$ cat src/rtl/xcvr_pkg.sv
// Package xcvr_pkg
// Shared types for the bidirectional latched transceiver.
// Assumes: controls are active low; a direction is "open" when ce and le are low.
package xcvr_pkg;

    // Default data width of each bank.
    localparam int unsigned XCVR_WIDTH = 8;

    // Number of transfer directions (A-to-B, B-to-A).
    localparam int unsigned XCVR_DIRS = 2;

    // Index of each direction in the per-direction arrays.
    localparam int unsigned DIR_AB = 0;
    localparam int unsigned DIR_BA = 1;

    // Active-low control triple for one direction.
    typedef struct packed {
        logic ce_n;
        logic le_n;
        logic oe_n;
    } dir_ctrl_t;

endpackage

$ cat src/rtl/xcvr_latch_bank.sv
// Module xcvr_latch_bank
// One storage bank. It samples its source bus on every edge while open
// (ce_n and le_n both low) and holds its value otherwise.
// Assumes: synchronous active-low reset clears the bank to zero.
module xcvr_latch_bank #(
    parameter int unsigned WIDTH = 8
) (
    input  logic             clk,
    input  logic             rst_n,
    input  logic             ce_n,
    input  logic             le_n,
    input  logic [WIDTH-1:0] src,
    output logic [WIDTH-1:0] q
);

    logic open_w;

    // Bank is transparent only when chip and latch enables are both low.
    always_comb open_w = ~ce_n & ~le_n;

    // Storage update: clear on reset, sample while open, hold otherwise.
    always_ff @(posedge clk) begin
        if (!rst_n)
            q <= '0;
        else if (open_w)
            q <= src;
    end


    capture_chk: assert property (@(posedge clk) disable iff (!rst_n)
        (!ce_n && !le_n) |=> (q == $past(src)));


    hold_le_chk: assert property (@(posedge clk) disable iff (!rst_n)
        le_n |=> $stable(q));


    hold_ce_chk: assert property (@(posedge clk) disable iff (!rst_n)
        ce_n |=> $stable(q));

endmodule

$ cat src/rtl/xcvr_drive_gate.sv
// Module xcvr_drive_gate
// Output stage for one direction. It raises the drive flag when chip and
// output enables are both low and reset is released, and it presents the
// bank contents only while driving.
// Assumes: the flag feeds a tri-state pad outside this block.
module xcvr_drive_gate #(
    parameter int unsigned WIDTH = 8
) (
    input  logic             rst_n,
    input  logic             ce_n,
    input  logic             oe_n,
    input  logic [WIDTH-1:0] q,
    output logic [WIDTH-1:0] dout,
    output logic             drive
);

    // Drive decision from the direction's own controls only.
    always_comb drive = rst_n & ~ce_n & ~oe_n;

    // Present stored data while driving, zeros otherwise.
    always_comb dout = drive ? q : '0;

endmodule

$ cat src/rtl/xcvr_direction.sv
// Module xcvr_direction
// One complete transfer path: a storage bank followed by its output gate.
// Assumes: source and destination ports are chosen by the parent.
module xcvr_direction
    import xcvr_pkg::*;
#(
    parameter int unsigned WIDTH = 8
) (
    input  logic             clk,
    input  logic             rst_n,
    input  dir_ctrl_t        ctrl,
    input  logic [WIDTH-1:0] src,
    output logic [WIDTH-1:0] dout,
    output logic             drive
);

    logic [WIDTH-1:0] bank_q;

    xcvr_latch_bank #(.WIDTH(WIDTH)) u_bank (
        .clk   (clk),
        .rst_n (rst_n),
        .ce_n  (ctrl.ce_n),
        .le_n  (ctrl.le_n),
        .src   (src),
        .q     (bank_q)
    );

    xcvr_drive_gate #(.WIDTH(WIDTH)) u_gate (
        .rst_n (rst_n),
        .ce_n  (ctrl.ce_n),
        .oe_n  (ctrl.oe_n),
        .q     (bank_q),
        .dout  (dout),
        .drive (drive)
    );


    drive_data_chk: assert property (@(posedge clk) disable iff (!rst_n)
        drive |-> (dout == bank_q));


    idle_zero_chk: assert property (@(posedge clk) disable iff (!rst_n)
        !drive |-> (dout == '0));


    drive_needs_ce_chk: assert property (@(posedge clk) disable iff (!rst_n)
        ctrl.ce_n |-> !drive);

endmodule

$ cat src/rtl/bidir_latch_xcvr.sv
// Module bidir_latch_xcvr
// Two-port transceiver. It has one bank from A to B and one from B to A,
// each with its own active-low chip, latch and output enables.
// Assumes: bus contention between the two drive flags is resolved outside.
module bidir_latch_xcvr
    import xcvr_pkg::*;
#(
    parameter int unsigned WIDTH = XCVR_WIDTH
) (
    input  logic             clk,
    input  logic             rst_n,
    input  logic [WIDTH-1:0] a_in,
    output logic [WIDTH-1:0] a_out,
    output logic             a_drive,
    input  logic [WIDTH-1:0] b_in,
    output logic [WIDTH-1:0] b_out,
    output logic             b_drive,
    input  logic             ab_ce_n,
    input  logic             ab_le_n,
    input  logic             ab_oe_n,
    input  logic             ba_ce_n,
    input  logic             ba_le_n,
    input  logic             ba_oe_n
);

    dir_ctrl_t        ctrl_w  [XCVR_DIRS];
    logic [WIDTH-1:0] src_w   [XCVR_DIRS];
    logic [WIDTH-1:0] dout_w  [XCVR_DIRS];
    logic             drive_w [XCVR_DIRS];

    // Route pins into per-direction arrays.
    always_comb begin
        ctrl_w[DIR_AB] = '{ce_n: ab_ce_n, le_n: ab_le_n, oe_n: ab_oe_n};
        ctrl_w[DIR_BA] = '{ce_n: ba_ce_n, le_n: ba_le_n, oe_n: ba_oe_n};
        src_w[DIR_AB]  = a_in;
        src_w[DIR_BA]  = b_in;
    end

    for (genvar g = 0; g < XCVR_DIRS; g++) begin : g_dir
        xcvr_direction #(.WIDTH(WIDTH)) u_dir (
            .clk   (clk),
            .rst_n (rst_n),
            .ctrl  (ctrl_w[g]),
            .src   (src_w[g]),
            .dout  (dout_w[g]),
            .drive (drive_w[g])
        );
    end

    // Each bank's output lands on the opposite port.
    always_comb begin
        b_out   = dout_w[DIR_AB];
        b_drive = drive_w[DIR_AB];
        a_out   = dout_w[DIR_BA];
        a_drive = drive_w[DIR_BA];
    end


    ab_isolated_chk: assert property (@(posedge clk) disable iff (!rst_n)
        ($past(ab_ce_n) && $stable({ab_ce_n, ab_oe_n})) |-> $stable(b_out));


    ba_isolated_chk: assert property (@(posedge clk) disable iff (!rst_n)
        ($past(ba_ce_n) && $stable({ba_ce_n, ba_oe_n})) |-> $stable(a_out));


    reset_quiet_chk: assert property (@(posedge clk)
        !rst_n |-> (!a_drive && !b_drive && a_out == '0 && b_out == '0));

endmodule

$ cat config.mk
export PLATFORM = sky130hd
export DESIGN_NAME = bidir_latch_xcvr
export DESIGN_NICKNAME = d
export VERILOG_FILES = /design/src/rtl/xcvr_pkg.sv /design/src/rtl/xcvr_latch_bank.sv /design/src/rtl/xcvr_drive_gate.sv /design/src/rtl/xcvr_direction.sv /design/src/rtl/bidir_latch_xcvr.sv
export SDC_FILE = /design/constraint.sdc
export NUM_CORES = 1
export LEC_CHECK = 0
export BUFFER_PORTS_ARGS = -buffer_cell sky130_fd_sc_hd__buf_2
export CORE_MARGIN = 4
export CORE_UTILIZATION = 44
export CTS_CLUSTER_SIZE = 28
export DETAILED_ROUTE_END_ITERATION = 8
export PLACE_DENSITY_LB_ADDON = 0.1
export REMOVE_ABC_BUFFERS = 1
export SLEW_MARGIN = 30
export SYNTH_ARGS = -nofsm -noshare
export SYNTH_HDL_FRONTEND = slang
export SYNTH_SLANG_ARGS = --single-unit
$ cat constraint.sdc
create_clock -name clk -period 1.1 [get_ports clk]
set_clock_uncertainty 0.05 [all_clocks]
set_input_delay 0.165 -clock clk [delete_from_list [all_inputs] [get_ports clk]]
set_output_delay 0.165 -clock clk [all_outputs]
set_load 0.01 [all_outputs]
==> metrics.log <==
INFO  metric top_level_ports = 42
INFO  metric clock_tree.htree_level_count = 1
INFO  metric yosysWarningCount = 0
INFO  metric total_via_count_after_detailed_routing = 813
INFO  metric place_congestion = 0.751
INFO  metric min_delay_path_depth = 3
INFO  metric aggregate_global_route_resource_usage = 14.8%
INFO  metric end_kind = primary output
INFO  metric synth.cell_area = 866 sq um
INFO  metric drtPass1Iterations = 4
INFO  metric power.static_leakage = 0.600 nW
INFO  metric drt_drc_violations_left = 0
INFO  metric final_nets = 164
INFO  metric initialDrtViolationCount = 8
INFO  metric detail_route.wl_per_cell = 12.8 um
INFO  metric worst_slew_pin_slew = 459 ps
INFO  metric cts.hold.buffers_added = 0
INFO  metric critPathMaxStageDelay = 330 ps
INFO  metric clock_insertion_delay_worst_skew = 280 ps
INFO  metric rows = 15
INFO  metric synth-seq-area-share = 37.0%
INFO  metric cts_num_sinks = 16
INFO  metric antenna_found_initial = 0
INFO  metric min_delay_worst_endpoint = g_dir[0].u_dir.u_bank.q[0]
INFO  metric crit_path_cell_trace = and2_1 > buf_2
INFO  metric registers.top_by_ff_count = g_dir.u_dir.u_bank.q
INFO  metric number_of_flip_flops_in_the_largest_register = 16
INFO  metric ys_seq_elements = 16
INFO  metric dieArea = 0.00274 sq mm
INFO  metric final_min_period_over_clock_period = 99.9%
INFO  metric grt_setup_unrepaired = true
INFO  metric drt_wl_total = 2100 um
INFO  metric power_per_unit_of_standard_cell_area = 938 mW/mm^2
INFO  metric nFillCells = 144
INFO  metric timing_hold_violations_final = 0
INFO  metric crit_type = flop to primary output
INFO  metric regToRegSetupSlack = 320 ps
INFO  metric syn2layout_area_growth = 53.8%
INFO  metric r2r-start = g_dir[1].u_dir.u_bank.q[7]
INFO  metric yosys.cell_types.count = 9
INFO  metric detailed_place_hpwl = 1470 um
INFO  metric vdd.ir_drop.worst = 0.570 mV
INFO  metric slew_headroom = 69.4%
INFO  metric numPortBuffers = 41
INFO  metric setup-tns-final = 0 ps
INFO  metric die_height = 52.4 um
INFO  metric status = finished clean
INFO  metric timing.critical_path.required = 880 ps
INFO  metric total_power = 1.25 mW
INFO  metric antenna_cells_inserted = 0
INFO  metric max-clock-path-buffers = 2
INFO  metric die_w = 52.4 um
INFO  metric min-delay-path-class = input port to flop
INFO  metric crit_buf_inv = 1
INFO  metric finish.instance_area = 0.00133 sq mm
INFO  metric period_minus_slack = 1100 ps
INFO  metric hold_path.startpoint = a_in[0]
INFO  metric most_frequent_cells_in_the_layout = buf_2, buf_6, nand2_1, o211ai_1, o21ai_2
INFO  metric clock_tree_from_tritoncts = built
INFO  metric postSynthAreaPerCell = 9.21 sq um
INFO  metric synthesis.instances = 94
INFO  metric reg_top3 = g_dir.u_dir.u_bank.q (16)
INFO  metric clk_transition_reported_paths = 100 ps
INFO  metric routed_antenna_nets = 0
INFO  metric initial_core_utilization = 48.1%
INFO  metric clockRootBuffer = clkbuf_4
INFO  metric tritoncts.num_buffers = 3
INFO  metric maxCapViolations = 0
INFO  metric crit_arrival = 880 ps
INFO  metric grt_pass1_vias = 738
INFO  metric worst_path_max_delay_cell = dfxtp_2
INFO  metric grt_start_max_net_pins = 17
INFO  metric timing.fmax = 910 MHz
INFO  metric final_common_cell = buf_2
INFO  metric drv_slew = 0
INFO  metric reg2reg_to = g_dir[1].u_dir.u_bank.q[7]
INFO  metric finalSetupViolations = 0
INFO  metric timing.critical_path.max_delay_family = flip-flops
INFO  metric postPlaceCellArea = 0.00106 sq mm
INFO  metric drive_gt1_share = 71.9%
INFO  metric grt_pass1_wl = 3080 um
INFO  metric timing.reg2reg.worst_path_depth = 3
INFO  metric viasPerCell = 4.96
INFO  metric worst-path-max-fanout = 2
INFO  metric critPathLaunchType = flop
INFO  metric overflow = 0
INFO  metric core_area = 0.00180 sq mm
==> cell type report <==
| type | instances | area (sq um) | share of cell area, % |
|---|---|---|---|
| multi-input cells | 68 | 508 | 38.2 |
| repair buffers | 51 | 420 | 31.6 |
| flip-flops and latches | 16 | 335 | 25.2 |
| clock buffers | 4 | 36.3 | 2.73 |
| well taps | 25 | 31.3 | 2.35 |
==> what timing repair did <==
item	in CTS	in global routing
setup endpoints to repair	16	16
gates resized for setup	3	53
pin swaps	1	12
setup buffers	4	1
==> cell usage after synthesis, drive strengths merged <==
master,number,area share [%]
and2,16,12
dfxtp,16,37
nand2,16,6.9
o211ai,16,14
o21ai,16,16
buf,10,8.7
nor3b,2,4.3
or2,2,1.4
==> where the power goes <==
| group | leakage, nW | total, mW | switching [mW] | internal, mW |
|---|---|---|---|---|
| clock | 0.0210 | 0.394 | 0.192 | 0.201 |
| sequential | 0.136 | 0.626 | 0.0143 | 0.611 |
| combinational | 0.443 | 0.229 | 0.112 | 0.118 |
| total | 0.600 | 1.25 | 0.318 | 0.930 |
==> cell families after synthesis <==
group | synth area share [%]
compound gates | 30.1
flops | 37.0
buf+inv | 8.67
simple gates | 24.3
==> through the flow <==
step	hold WS, ps	setup WS [ps]	util (%)	std cells
floorplan	259	199	-	84
global placement	358	-57.7	59.1	155
detailed placement	366	-85.8	59.1	155
CTS	55.6	0.571	63.3	163
global route	49.5	-43.3	73.9	164
finish	50.7	1.44	73.9	164
==> worst max-delay path by stage <==
stage / cells after the start / endpoint / startpoint / slack (ps)
floorplan: 2 / a_out[0] / ba_ce_n / 200
global placement: 4 / g_dir[0].u_dir.u_bank.q[3] / ab_ce_n / -60
detailed placement: 4 / b_out[3] / rst_n / -90
CTS: 2 / b_out[7] / g_dir[0].u_dir.u_bank.q[7] / 0.6
global route: 5 / a_out[4] / ba_ce_n / -40
finish: 2 / a_out[4] / g_dir[1].u_dir.u_bank.q[4] / 1
==> metal layers <==
metal	share of wire, %	global-route usage, %
met1	47	20.9
met2	45	21.9
met3	7.7	3.42
met4	0.57	5.11
met5	0	0
==> worst min-delay path: cells and delay by family <==
| family | cells | cell delay, ps |
|---|---|---|
| buffers and inverters | 1 | 90 |
| AOI/OAI and AO/OA | 1 | 40 |
| and+or+nand+nor | 1 | 60 |
Note: power is estimated with default switching activity, not from simulation.
